`config.mk`:
```
export PLATFORM = sky130hd
export DESIGN_NAME = lls_ctrl
export DESIGN_NICKNAME = d
export VERILOG_FILES = /design/src/rtl/lls_ctrl.sv
export SDC_FILE = /design/constraint.sdc
export NUM_CORES = 1
export LEC_CHECK = 0
export ABC_CLOCK_PERIOD_IN_PS = 7600
export BUFFER_PORTS_ARGS = -buffer_cell sky130_fd_sc_hd__buf_2
export CAP_MARGIN = 20
export CELL_PAD_IN_SITES_DETAIL_PLACEMENT = 1
export CELL_PAD_IN_SITES_GLOBAL_PLACEMENT = 2
export CORE_MARGIN = 1.5
export CORE_UTILIZATION = 40
export DETAILED_ROUTE_END_ITERATION = 10
export GPL_ROUTABILITY_DRIVEN = 1
export GPL_TIMING_DRIVEN = 0
export MAX_ROUTING_LAYER = met4
export PLACE_DENSITY = 0.9
export RECOVER_POWER = 100
export SYNTH_ARGS = -nofsm -noshare
export SYNTH_HDL_FRONTEND = slang
export SYNTH_SLANG_ARGS = --single-unit
```
`constraint.sdc`:
```
create_clock -name clk -period 7.6 [get_ports clk]
set_input_delay 1.14 -clock clk [delete_from_list [all_inputs] [get_ports clk]]
set_output_delay 1.14 -clock clk [all_outputs]
set_load 0.01 [all_outputs]
```
`src/rtl/lls_ctrl.sv`:
```
module lls_ctrl #(
  parameter int CLK_HZ   = 100_000_000,
  parameter int DEAD_CYC = 2,
  parameter int ON_DIV   = 4,
  parameter int GUARD_HZ = 28_000
) (
  input  logic       clk,
  input  logic       rst_n,
  input  logic       pwm_req,
  input  logic       zero_cur,
  input  logic [1:0] freq_sel,
  input  logic [1:0] mode_sel,
  output logic       hs_gate,
  output logic       ls_gate
);

  localparam int PER_HI  = CLK_HZ / 800_000;
  localparam int PER_MID = (CLK_HZ * 3) / 1_600_000;
  localparam int PER_LO  = CLK_HZ / 400_000;
  localparam int GUARD   = CLK_HZ / GUARD_HZ;
  localparam int CW      = $clog2(GUARD + 1);
  localparam logic [CW-1:0] G_MAX = CW'(GUARD - 1);

  typedef enum logic [2:0] {S_IDLE, S_DH, S_HS, S_DL, S_LS} st_t;
  typedef enum logic [1:0] {M_DCM, M_CCM, M_AUD} mode_t;
  typedef enum logic [1:0] {F_LO, F_HI, F_MID} fq_t;

  st_t st;
  mode_t mode_q, mode_live, mode_cur;
  fq_t fq_q, fq_live, fq_cur;
  logic [CW-1:0] elapsed, ph, per_cur, ton_q;
  logic idle, ready, guard_hit, start;

  assign mode_live = (mode_sel == 2'd0) ? M_DCM : (mode_sel == 2'd1) ? M_CCM : M_AUD;
  assign fq_live   = (freq_sel == 2'd0) ? F_LO  : (freq_sel == 2'd1) ? F_HI  : F_MID;

  assign idle     = (st == S_IDLE);
  assign mode_cur = idle ? mode_live : mode_q;
  assign fq_cur   = idle ? fq_live : fq_q;

  assign per_cur = (fq_cur == F_LO) ? CW'(PER_LO) :
                   (fq_cur == F_HI) ? CW'(PER_HI) : CW'(PER_MID);
  assign ton_q   = (fq_q == F_LO) ? CW'(PER_LO / ON_DIV) :
                   (fq_q == F_HI) ? CW'(PER_HI / ON_DIV) : CW'(PER_MID / ON_DIV);

  assign ready     = elapsed >= per_cur - CW'(1);
  assign guard_hit = elapsed == G_MAX;
  assign start     = (mode_cur == M_CCM) ? ready :
                     ((ready && pwm_req) || (mode_cur == M_AUD && guard_hit));

  always_ff @(posedge clk) begin
    if (!rst_n) begin
      st      <= S_IDLE;
      elapsed <= G_MAX;
      ph      <= '0;
      mode_q  <= M_DCM;
      fq_q    <= F_LO;
    end else begin
      elapsed <= start ? '0 : (guard_hit ? elapsed : elapsed + CW'(1));
      if (start) begin
        st     <= S_DH;
        ph     <= CW'(DEAD_CYC - 1);
        mode_q <= mode_live;
        fq_q   <= fq_live;
      end else begin
        case (st)
          S_DH: if (ph == '0) begin st <= S_HS; ph <= ton_q - CW'(1); end
                else ph <= ph - CW'(1);
          S_HS: if (ph == '0) begin st <= S_DL; ph <= CW'(DEAD_CYC - 1); end
                else ph <= ph - CW'(1);
          S_DL: if (ph == '0) st <= S_LS;
                else ph <= ph - CW'(1);
          S_LS: if (mode_q != M_CCM && zero_cur) st <= S_IDLE;
          default: ;
        endcase
      end
    end
  end

  assign hs_gate = (st == S_HS);
  assign ls_gate = (st == S_LS);

  a_r1_no_overlap: assert property (@(posedge clk) disable iff (!rst_n)
    $onehot0({hs_gate, ls_gate}));

  a_r2_gap_before_ls: assert property (@(posedge clk) disable iff (!rst_n)
    $rose(ls_gate) |-> !$past(hs_gate));

  a_r2_gap_before_hs: assert property (@(posedge clk) disable iff (!rst_n)
    $rose(hs_gate) |-> !$past(ls_gate));

  a_r6_zero_release: assert property (@(posedge clk) disable iff (!rst_n)
    (ls_gate && zero_cur && mode_q != M_CCM) |=> !ls_gate);

  a_r5_ccm_keeps_ls: assert property (@(posedge clk) disable iff (!rst_n)
    (ls_gate && mode_q == M_CCM && !ready) |=> ls_gate);

endmodule

```
==> results of run 1 <==
==> power by group through the flow <==
| stage | combinational [W] | sequential, W | clock [W] |
|---|---|---|---|
| 4_1_cts | 0.000139 | 0.000191 | 0.000137 |
| 3_3_place_gp | 0.000135 | 0.000194 | 0 |
| 5_1_grt | 0.000156 | 0.000193 | 0.000143 |
| 6_report | 0.000135 | 0.000191 | 0.000132 |
| 3_5_place_dp | 0.000138 | 0.000194 | 0 |
| 2_1_floorplan | 0.000110 | 0.000190 | 0 |
==> cell usage after synthesis (5+ instances only) <==
master / n
sky130_fd_sc_hd__ha_1: 10
sky130_fd_sc_hd__nor2b_1: 8
sky130_fd_sc_hd__o21ai_0: 16
sky130_fd_sc_hd__xor2_1: 13
sky130_fd_sc_hd__xnor2_1: 5
sky130_fd_sc_hd__nand2_1: 16
sky130_fd_sc_hd__mux2i_1: 5
sky130_fd_sc_hd__nand3_1: 8
sky130_fd_sc_hd__nor2_1: 28
sky130_fd_sc_hd__nor3_1: 7
sky130_fd_sc_hd__dfxtp_1: 31
sky130_fd_sc_hd__nand4_1: 5
sky130_fd_sc_hd__inv_1: 9
sky130_fd_sc_hd__a21oi_1: 10
==> per-layer routing <==
| layer | routed length [um] | vias up | global-route usage (%) | share of wire [%] |
|---|---|---|---|---|
| met5 | 0 | - | - | 0 |
| met3 | 77 | 8 | 3.134 | 1.9 |
| met1 | 2159 | 712 | 24.30 | 53 |
| li1 | - | 794 | - | - |
| met2 | 1755 | 17 | 28.76 | 43 |
| met4 | 72 | 0 | 8.595 | 1.8 |
==> flip-flops by register name, indices dropped and copies added, names as in the netlist <==
register	count
elapsed	12
ph	12
mode_q	2
st	3
fq_q	2
==> area by class of cell <==
class	instances	area (um^2)
Fill cell	545	2380
Multi-Input combinational cell	170	1111
Sequential cell	31	620.6
Clock buffer	6	82.58
Tap cell	52	65.06
Buffer	9	45.04
Timing Repair Buffer	9	41.29
Inverter	9	33.78
Clock inverter	1	5.005
==> placed cells by master (no fill, tap or decap), types with 2 or more instances in the layout <==
master	synthesis	layout
sky130_fd_sc_hd__and4_1	2	2
sky130_fd_sc_hd__o21ai_0	16	16
sky130_fd_sc_hd__dfxtp_1	31	31
sky130_fd_sc_hd__ha_1	10	10
sky130_fd_sc_hd__nand4_1	5	5
sky130_fd_sc_hd__buf_2	3	8
sky130_fd_sc_hd__nor4_1	2	2
sky130_fd_sc_hd__nand3_1	8	8
sky130_fd_sc_hd__nand4b_1	2	2
sky130_fd_sc_hd__nor2_1	28	28
sky130_fd_sc_hd__inv_1	9	9
sky130_fd_sc_hd__nor3_1	7	7
sky130_fd_sc_hd__mux2i_1	5	5
sky130_fd_sc_hd__xnor2_1	5	5
sky130_fd_sc_hd__o22ai_1	2	3
sky130_fd_sc_hd__nor3b_1	2	2
sky130_fd_sc_hd__nand2_1	16	16
sky130_fd_sc_hd__nand2b_1	2	2
sky130_fd_sc_hd__clkbuf_8	0	6
sky130_fd_sc_hd__o21ai_1	2	2
sky130_fd_sc_hd__xor2_1	13	13
sky130_fd_sc_hd__clkbuf_1	3	8
sky130_fd_sc_hd__o21a_1	3	3
sky130_fd_sc_hd__a211oi_2	2	2
sky130_fd_sc_hd__nor2b_1	8	8
sky130_fd_sc_hd__a21oi_1	10	10
==> cells by family after synthesis <==
| kind of cell | after synthesis | share of synthesized area (%) |
|---|---|---|
| buffers and inverters | 18 | 4.567 |
| AOI/OAI and AO/OA | 44 | 16.97 |
| muxes | 6 | 3.340 |
| other | 1 | 0.2043 |
| xor gates and xnor gates | 18 | 8.589 |
| DFF | 31 | 33.81 |
| adders and majority gates | 10 | 6.817 |
| and+or+nand+nor | 91 | 25.70 |
==> how the worst max path moves through the flow <==
stage                     depth (start not counted)         from          to  slack (ns)
final                                            12  freq_sel[0]  elapsed[5]        4.03
after global routing                             12  freq_sel[0]  elapsed[5]        3.74
after CTS                                        12  freq_sel[1]       ph[0]        4.49
after detailed placement                         12  freq_sel[1]       st[0]        4.19
after global placement                           12  freq_sel[1]       ph[0]        4.23
after floorplan                                  11  freq_sel[0]       st[0]        4.57
==> worst max-delay path, cell delays in order <==
cell and delay, ns:
sky130_fd_sc_hd__buf_2 0.09, sky130_fd_sc_hd__nor2b_1 0.17, sky130_fd_sc_hd__nand2_1 0.07, sky130_fd_sc_hd__o21a_1 0.16, sky130_fd_sc_hd__ha_1 0.31, sky130_fd_sc_hd__ha_1 0.28, sky130_fd_sc_hd__nand2_1 0.04, sky130_fd_sc_hd__o21ai_0 0.15
sky130_fd_sc_hd__a21oi_1 0.13, sky130_fd_sc_hd__o22ai_1 0.57, sky130_fd_sc_hd__clkbuf_1 0.43, sky130_fd_sc_hd__o21ai_0 0.18
==> metrics by stage <==
step	power [W]	hold WS, ns	utilization (%)
finish	0.0004572	0.5369	45.72
global route	0.0004925	0.5728	45.72
CTS	0.0004660	0.5438	46.38
detailed placement	0.0003316	0.5272	44.38
global placement	0.0003294	0.4974	44.38
floorplan	0.0002997	0.4805	-
==> run summary, run 1 <==
====================================================================================
Proportion of synthesized flip-flops having asynchronous set or reset             0%
Routed len/inst                                                             14.16 um
Cell at the root of the clock tree                                      sky130_fd_sc_hd__clkbuf_8
Post-Place Cells                                                                 280
Die area                                                                   5004 um^2
Destination of the worst hold path                                         mode_q[1]
Ratio of total power to cell area                                       228.1 nW/um^2
Clock H-tree levels                                                                2
Portion of the post-synthesis area used by sequential elements                33.81%
Die outline height                                                          70.74 um
Global-route usage over all layers                                            18.79%
Max Clk Rate                                                              0.2802 GHz
Synthesized area                                                           1836 um^2
Via count of the first global-routing pass                                      1588
Internal power of the cells                                              0.0003018 W
Effective utilization at floorplan                                            41.87%
Gate count of the mapped netlist                                                 219
Clock buffer count from CTS                                                        5
Initial antenna violation count                                                    0
Remaining DRCs                                                                     0
Wire length reported by the detailed router                                 4.065 mm
Post-Place Cell Area                                                       1946 um^2
Global-route wire length before repair                                      7.320 mm
Cell type with the largest total area after synthesis                   sky130_fd_sc_hd__dfxtp_1
Layout overhead on the synthesized area                                       9.202%
DP Worst Slack                                                              4.191 ns
Top FF cell, synth                                                      sky130_fd_sc_hd__dfxtp_1
Peak supply drop                                                        0.00008118 V
Non-Filler Instances                                                             287
Net switching power of the design                                        0.0001554 W
Post-route fraction of the period consumed by the critical path               46.96%
Setup crit start kind                                                   primary input
Proportion of power drawn by the clock network                                 28.8%
Leak                                                                       0.7712 nW
Synthesized area per cell                                                 8.381 um^2
Number of hold violations in the final report                                      0
Status                                                                  finished, final reports clean
Yosys reg bits                                                                    31
Unique masters post-synth                                                         48
Final global-route overflow total                                                  0
CP arrival                                                                   3.70 ns
DR vias/cell                                                                   5.334
Path depth of the worst reg2reg path                                              13
Crit-path max FO                                                                  10
Total setup buffers inserted after CTS                                             0
Layout cell share with drive strength beyond 1                                10.64%
Capturing element type of the critical path                                 register
Net count of the finished layout                                                 253
Largest net degree at the start of global routing                                 11
Half-perimeter wire length after placement                                  3.026 mm
Area share of the leading cell type in the synthesized netlist                33.81%
Clock tree from TritonCTS                                                        yes
Reg power frac                                                                 41.8%
Buffer depth of the longest clock path                                             2
CTS clk-pin slew, worst paths                                                0.07 ns
Final-report setup violation count                                                 0
Num Clock Sinks                                                                   31
Count of flip-flops with a built-in enable after synthesis                         0
Reg-to-reg critical path endpoint                                         elapsed[5]
Gate power share                                                               29.5%
Fin worst setup slack                                                       4.031 ns
Number of cells upsized or downsized after cts                                     0
Hold buffer count at cts                                                           0
Number of diodes                                                                   0
Tightest Hold Check Type                                                register to register
DIE WIDTH                                                                   70.74 um
Depth of the worst hold-timing path                                                2
Maxcap violations                                                                  0
Site Rows                                                                         24
Design area                                                                2004 um^2
Antenna-violating nets left                                                        0
Internal reg-to-reg setup slack                                              4.28 ns
RD Place Congestion                                                           0.7473
R2R Path Start                                                                 st[2]
Largest clock skew in the final design                                   0.007083 ns
Number of port buffers                                                             9
First-iteration detailed-routing DRC count                                        29
Shortest clock period the worst path allows after layout                    3.569 ns
Pins over their slew limit                                                         0
Synth Net Count                                                                  237
Switching share of total power                                                33.99%
Setup TNS                                                                       0 ns
Count of boundary I/O pins                                                        10
Synth area leaders                                                      sky130_fd_sc_hd__dfxtp_1, sky130_fd_sc_hd__ha_1, sky130_fd_sc_hd__xor2_1, sky130_fd_sc_hd__nor2_1, sky130_fd_sc_hd__o21ai_0
Worst setup path class                                                  primary input to register
Worst-margin pin slew                                                      0.6787 ns
Core outline area                                                          4384 um^2
Number of detailed-route iterations in the first pass                              2
Launch point of the worst hold path                                        mode_q[1]
Unrepaired setup endpoints after global routing                                   no
Worst path required time                                                     7.73 ns
Vias post-DR                                                                    1531
Slew HR                                                                       54.75%
Number of warning messages in the yosys log                                        0
Worst-Skew Late Latency                                                      0.28 ns
====================================================================================
Note: power is estimated with default switching activity, not from simulation.
==> inputs of run 2 (changes only) <==
--- a/config.mk
+++ b/config.mk
@@ -5,18 +5,19 @@
 export SDC_FILE = /design/constraint.sdc
 export NUM_CORES = 1
 export LEC_CHECK = 0
-export ABC_CLOCK_PERIOD_IN_PS = 7600
+export ABC_AREA = 1
+export ABC_CLOCK_PERIOD_IN_PS = 2910
 export BUFFER_PORTS_ARGS = -buffer_cell sky130_fd_sc_hd__buf_2
 export CAP_MARGIN = 20
 export CELL_PAD_IN_SITES_DETAIL_PLACEMENT = 1
 export CELL_PAD_IN_SITES_GLOBAL_PLACEMENT = 2
 export CORE_MARGIN = 1.5
-export CORE_UTILIZATION = 40
+export CORE_UTILIZATION = 30
 export DETAILED_ROUTE_END_ITERATION = 10
 export GPL_ROUTABILITY_DRIVEN = 1
 export GPL_TIMING_DRIVEN = 0
 export MAX_ROUTING_LAYER = met4
-export PLACE_DENSITY = 0.9
+export PLACE_DENSITY = 0.8
 export RECOVER_POWER = 100
 export SYNTH_ARGS = -nofsm -noshare
 export SYNTH_HDL_FRONTEND = slang
==> constraint.sdc (replaced) <==
create_clock -name clk -period 2.91 [get_ports clk]
set_input_delay 0.4365 -clock clk [delete_from_list [all_inputs] [get_ports clk]]
set_output_delay 0.4365 -clock clk [all_outputs]
set_load 0.01 [all_outputs]
==> run summary, run 2 <==
=====================================================================================
Slew HR                                                                        63.05%   was 54.75%
CP arrival                                                                    2.80 ns   was 3.70 ns
Die area                                                                    7254 um^2   was 5004 um^2
Routed len/inst                                                              12.83 um   was 14.16 um
Worst-Skew Late Latency                                                       0.29 ns   was 0.28 ns
Core outline area                                                           6422 um^2   was 4384 um^2
Design area                                                                 2272 um^2   was 2004 um^2
Clock H-tree levels                                                                 2   unchanged
Post-Place Cell Area                                                        2162 um^2   was 1946 um^2
Clock tree from TritonCTS                                                         yes   unchanged
DIE WIDTH                                                                    85.17 um   was 70.74 um
Cell at the root of the clock tree                                       sky130_fd_sc_hd__clkbuf_8   unchanged
Top FF cell, synth                                                       sky130_fd_sc_hd__dfxtp_1   unchanged
Cell type with the largest total area after synthesis                    sky130_fd_sc_hd__dfxtp_1   unchanged
Capturing element type of the critical path                                  register   unchanged
Final global-route overflow total                                                   0   unchanged
Net count of the finished layout                                                  349   was 253
Number of warning messages in the yosys log                                         0   unchanged
Largest net degree at the start of global routing                                  11   unchanged
Clock buffer count from CTS                                                         5   unchanged
Power consumption                                                          0.001454 W   was 0.0004572 W
Half-perimeter wire length after placement                                   4.138 mm   was 3.026 mm
Antenna-violating nets left                                                         0   unchanged
Portion of the post-synthesis area used by sequential elements                 30.64%   was 33.81%
Count of boundary I/O pins                                                         10   unchanged
Gate count of the mapped netlist                                                  313   was 219
Global-route wire length before repair                                       8.721 mm   was 7.320 mm
Synth area leaders                                                       sky130_fd_sc_hd__dfxtp_1, sky130_fd_sc_hd__nand2_1, sky130_fd_sc_hd__nor2_1, sky130_fd_sc_hd__inv_1, sky130_fd_sc_hd__ha_1   was sky130_fd_sc_hd__dfxtp_1, sky130_fd_sc_hd__ha_1, sky130_fd_sc_hd__xor2_1, sky130_fd_sc_hd__nor2_1, sky130_fd_sc_hd__o21ai_0
Count of flip-flops with a built-in enable after synthesis                          0   unchanged
Leak                                                                         1.094 nW   was 0.7712 nW
Yosys reg bits                                                                     31   unchanged
Maxcap violations                                                                   0   unchanged
Global-route usage over all layers                                             15.82%   was 18.79%
Initial antenna violation count                                                     0   unchanged
Synthesized area                                                            2026 um^2   was 1836 um^2
Largest clock skew in the final design                                     0.01227 ns   was 0.007083 ns
Vias post-DR                                                                     1933   was 1531
Tightest Hold Check Type                                                 primary input to register   was register to register
Post-route fraction of the period consumed by the critical path                90.93%
Num Clock Sinks                                                                    31   unchanged
Synthesized area per cell                                                  6.472 um^2   was 8.381 um^2
Most frequent cells in the layout                                        sky130_fd_sc_hd__nand2_1, sky130_fd_sc_hd__nor2_1, sky130_fd_sc_hd__inv_1, sky130_fd_sc_hd__dfxtp_1, sky130_fd_sc_hd__nand3_1   was sky130_fd_sc_hd__dfxtp_1, sky130_fd_sc_hd__nor2_1, sky130_fd_sc_hd__nand2_1, sky130_fd_sc_hd__o21ai_0, sky130_fd_sc_hd__xor2_1
Site Rows                                                                          29   was 24
Synth Net Count                                                                   331   was 237
Launch point of the worst hold path                                             rst_n   was mode_q[1]
Die outline height                                                           85.17 um   was 70.74 um
Post-Place Cells                                                                  398   was 280
Worst setup path class                                                   register to register   was primary input to register
Pins over their slew limit                                                          0   unchanged
Most common library cells after synthesis                                sky130_fd_sc_hd__nand2_1, sky130_fd_sc_hd__nor2_1, sky130_fd_sc_hd__inv_1   was sky130_fd_sc_hd__dfxtp_1, sky130_fd_sc_hd__nor2_1, sky130_fd_sc_hd__nand2_1, sky130_fd_sc_hd__o21ai_0, sky130_fd_sc_hd__xor2_1
Layout overhead on the synthesized area                                        12.17%   was 9.202%
Reg-to-reg critical path endpoint                                          elapsed[1]   was elapsed[5]
Setup crit start kind                                                        register   was primary input
Remaining DRCs                                                                      0   unchanged
Number of diodes                                                                    0   unchanged
Buffer depth of the longest clock path                                              2   unchanged
Non-Filler Instances                                                              409   was 287
Final-report setup violation count                                                  0   unchanged
Destination of the worst hold path                                          mode_q[1]   unchanged
Setup TNS                                                                        0 ns   unchanged
Path depth of the worst reg2reg path                                               19   was 13
CTS clk-pin slew, worst paths                                                 0.07 ns   about the same
Depth of the worst hold-timing path                                                 3   was 2
Internal reg-to-reg setup slack                                               0.26 ns   was 4.28 ns
R2R Path Start                                                                  st[1]   was st[2]
Effective utilization at floorplan                                             31.54%   was 41.87%
First-iteration detailed-routing DRC count                                         39   was 29
Max Clk Rate                                                               0.3779 GHz
Number of fill cells                                                              865   was 545
DR vias/cell                                                                    4.726   was 5.334
Shortest clock period the worst path allows after layout                     2.646 ns
Worst path required time                                                      3.06 ns   was 7.73 ns
Combined area of the multi-input logic cells                                1194 um^2   was 1111 um^2
Number of port buffers                                                              8   was 9
Layout cell share with drive strength beyond 1                                 12.05%   was 10.64%
Number of detailed-route iterations in the first pass                               4   was 2
Ratio of total power to cell area                                        639.8 nW/um^2   was 228.1 nW/um^2
Via count of the first global-routing pass                                       1887   was 1588
Unique masters post-synth                                                          30   was 48
DP Worst Slack                                                             0.07394 ns   was 4.191 ns
Fin worst setup slack                                                       0.2638 ns   was 4.031 ns
Area share of the leading cell type in the synthesized netlist                 30.64%   was 33.81%
Wire length reported by the detailed router                                  5.247 mm   was 4.065 mm
Peak supply drop                                                          0.0001694 V   was 0.00008118 V
Hold buffer count at cts                                                            0   unchanged
Top-count cell post-synth                                                sky130_fd_sc_hd__nand2_1   was sky130_fd_sc_hd__dfxtp_1
Most frequent standard cell in the layout excluding fill and tap cells   sky130_fd_sc_hd__nand2_1   was sky130_fd_sc_hd__dfxtp_1
Crit-path max FO                                                                    8   was 10
Proportion of synthesized flip-flops having asynchronous set or reset              0%   unchanged
RD Place Congestion                                                            0.7887   was 0.7473
Number of hold violations in the final report                                       0   unchanged
Status                                                                   finished, final reports clean   unchanged
Unrepaired setup endpoints after global routing                                    no   unchanged
Storage element area                                                       626.9 um^2   was 620.6 um^2
Registers with the most flip-flops                                       elapsed x12, ph x12, st x3   unchanged
Worst-margin pin slew                                                       0.5522 ns   was 0.6787 ns
=====================================================================================
-- run 2: layout make-up --
class                   instances  area share [%]
multi-input cells             232           52.53
flip-flops and latches         31           27.59
inverters                      45           7.599
well taps                      77           4.240
clock buffers                   7           3.359
repair buffers                 11           2.753
plain buffers                   5           1.707
clock inverters                 1          0.2203
-- run 2: stage by stage --
| stage | utilization [%] | hold WS, ns |
|---|---|---|
| global route | 35.38 | 0.4607 |
| CTS | 34.93 | 0.4480 |
| detailed placement | 33.66 | 0.4801 |
| floorplan | - | 0.4516 |
| global placement | 33.66 | 0.4677 |
| finish | 35.38 | 0.4563 |
-- run 2: timing repair --
action / 4_1_cts / 5_1_grt
gates resized for setup: 0 / 8
setup buffers: 0 / 3
setup endpoints to repair: 0 / 30
-- run 2: logic make-up after synthesis --
group | after synthesis | share of synthesized area (%)
XOR/XNOR | 12 | 5.188
AO/OA/AOI/OAI | 31 | 8.030
buffers and inverters | 50 | 10.25
adder cells (fa/ha/maj) | 10 | 6.177
other | 1 | 0.1851
AND/OR/NAND/NOR | 178 | 39.53
flip-flops | 31 | 30.64
-- run 2: critical path, cell delays in order (launching register included) --
cell and delay (ns):
sky130_fd_sc_hd__dfxtp_2 0.37, sky130_fd_sc_hd__nor2_4 0.16, sky130_fd_sc_hd__nand2_4 0.10, sky130_fd_sc_hd__o21ai_2 0.14
sky130_fd_sc_hd__inv_1 0.06, sky130_fd_sc_hd__nor2_2 0.12, sky130_fd_sc_hd__inv_1 0.08, sky130_fd_sc_hd__ha_1 0.31
sky130_fd_sc_hd__ha_1 0.30, sky130_fd_sc_hd__inv_1 0.04, sky130_fd_sc_hd__o21bai_1 0.13, sky130_fd_sc_hd__nand2_1 0.06
sky130_fd_sc_hd__nand2_1 0.06, sky130_fd_sc_hd__nand2_1 0.04, sky130_fd_sc_hd__nand2_1 0.06, sky130_fd_sc_hd__nand2_2 0.09
sky130_fd_sc_hd__nand2_4 0.11, sky130_fd_sc_hd__clkinvlp_4 0.16, sky130_fd_sc_hd__nand2_1 0.09, sky130_fd_sc_hd__nand2_1 0.04
-- run 2: metal layers --
metal / wire length, um / up-vias / GRT usage (%)
li1: - / 1033 / -
met1: 2513 / 883 / 17.92
met2: 2624 / 13 / 27.92
met3: 77 / 4 / 3.210
met4: 31 / 0 / 4.918
met5: 0 / - / -
-- run 2: how the worst max path moves through the flow --
stage	to	cells past startpoint	slack (ns)	startpoint
2_1_floorplan	ph[0]	19	0.48	st[0]
4_1_cts	ph[9]	19	0.02	st[1]
6_report	elapsed[1]	19	0.26	st[1]
3_3_place_gp	ph[10]	19	0.11	st[0]
5_1_grt	elapsed[1]	19	0.01	st[1]
3_5_place_dp	elapsed[8]	19	0.07	st[0]
-- run 2: power breakdown --
group / leakage, nW / internal [W] / total [W] / switching [W]
combinational: 0.795 / 0.000218 / 0.000595 / 0.000376
clock: 0.0422 / 0.000168 / 0.000335 / 0.000168
sequential: 0.257 / 0.000471 / 0.000523 / 0.0000519
total: 1.09 / 0.000858 / 0.00145 / 0.000596
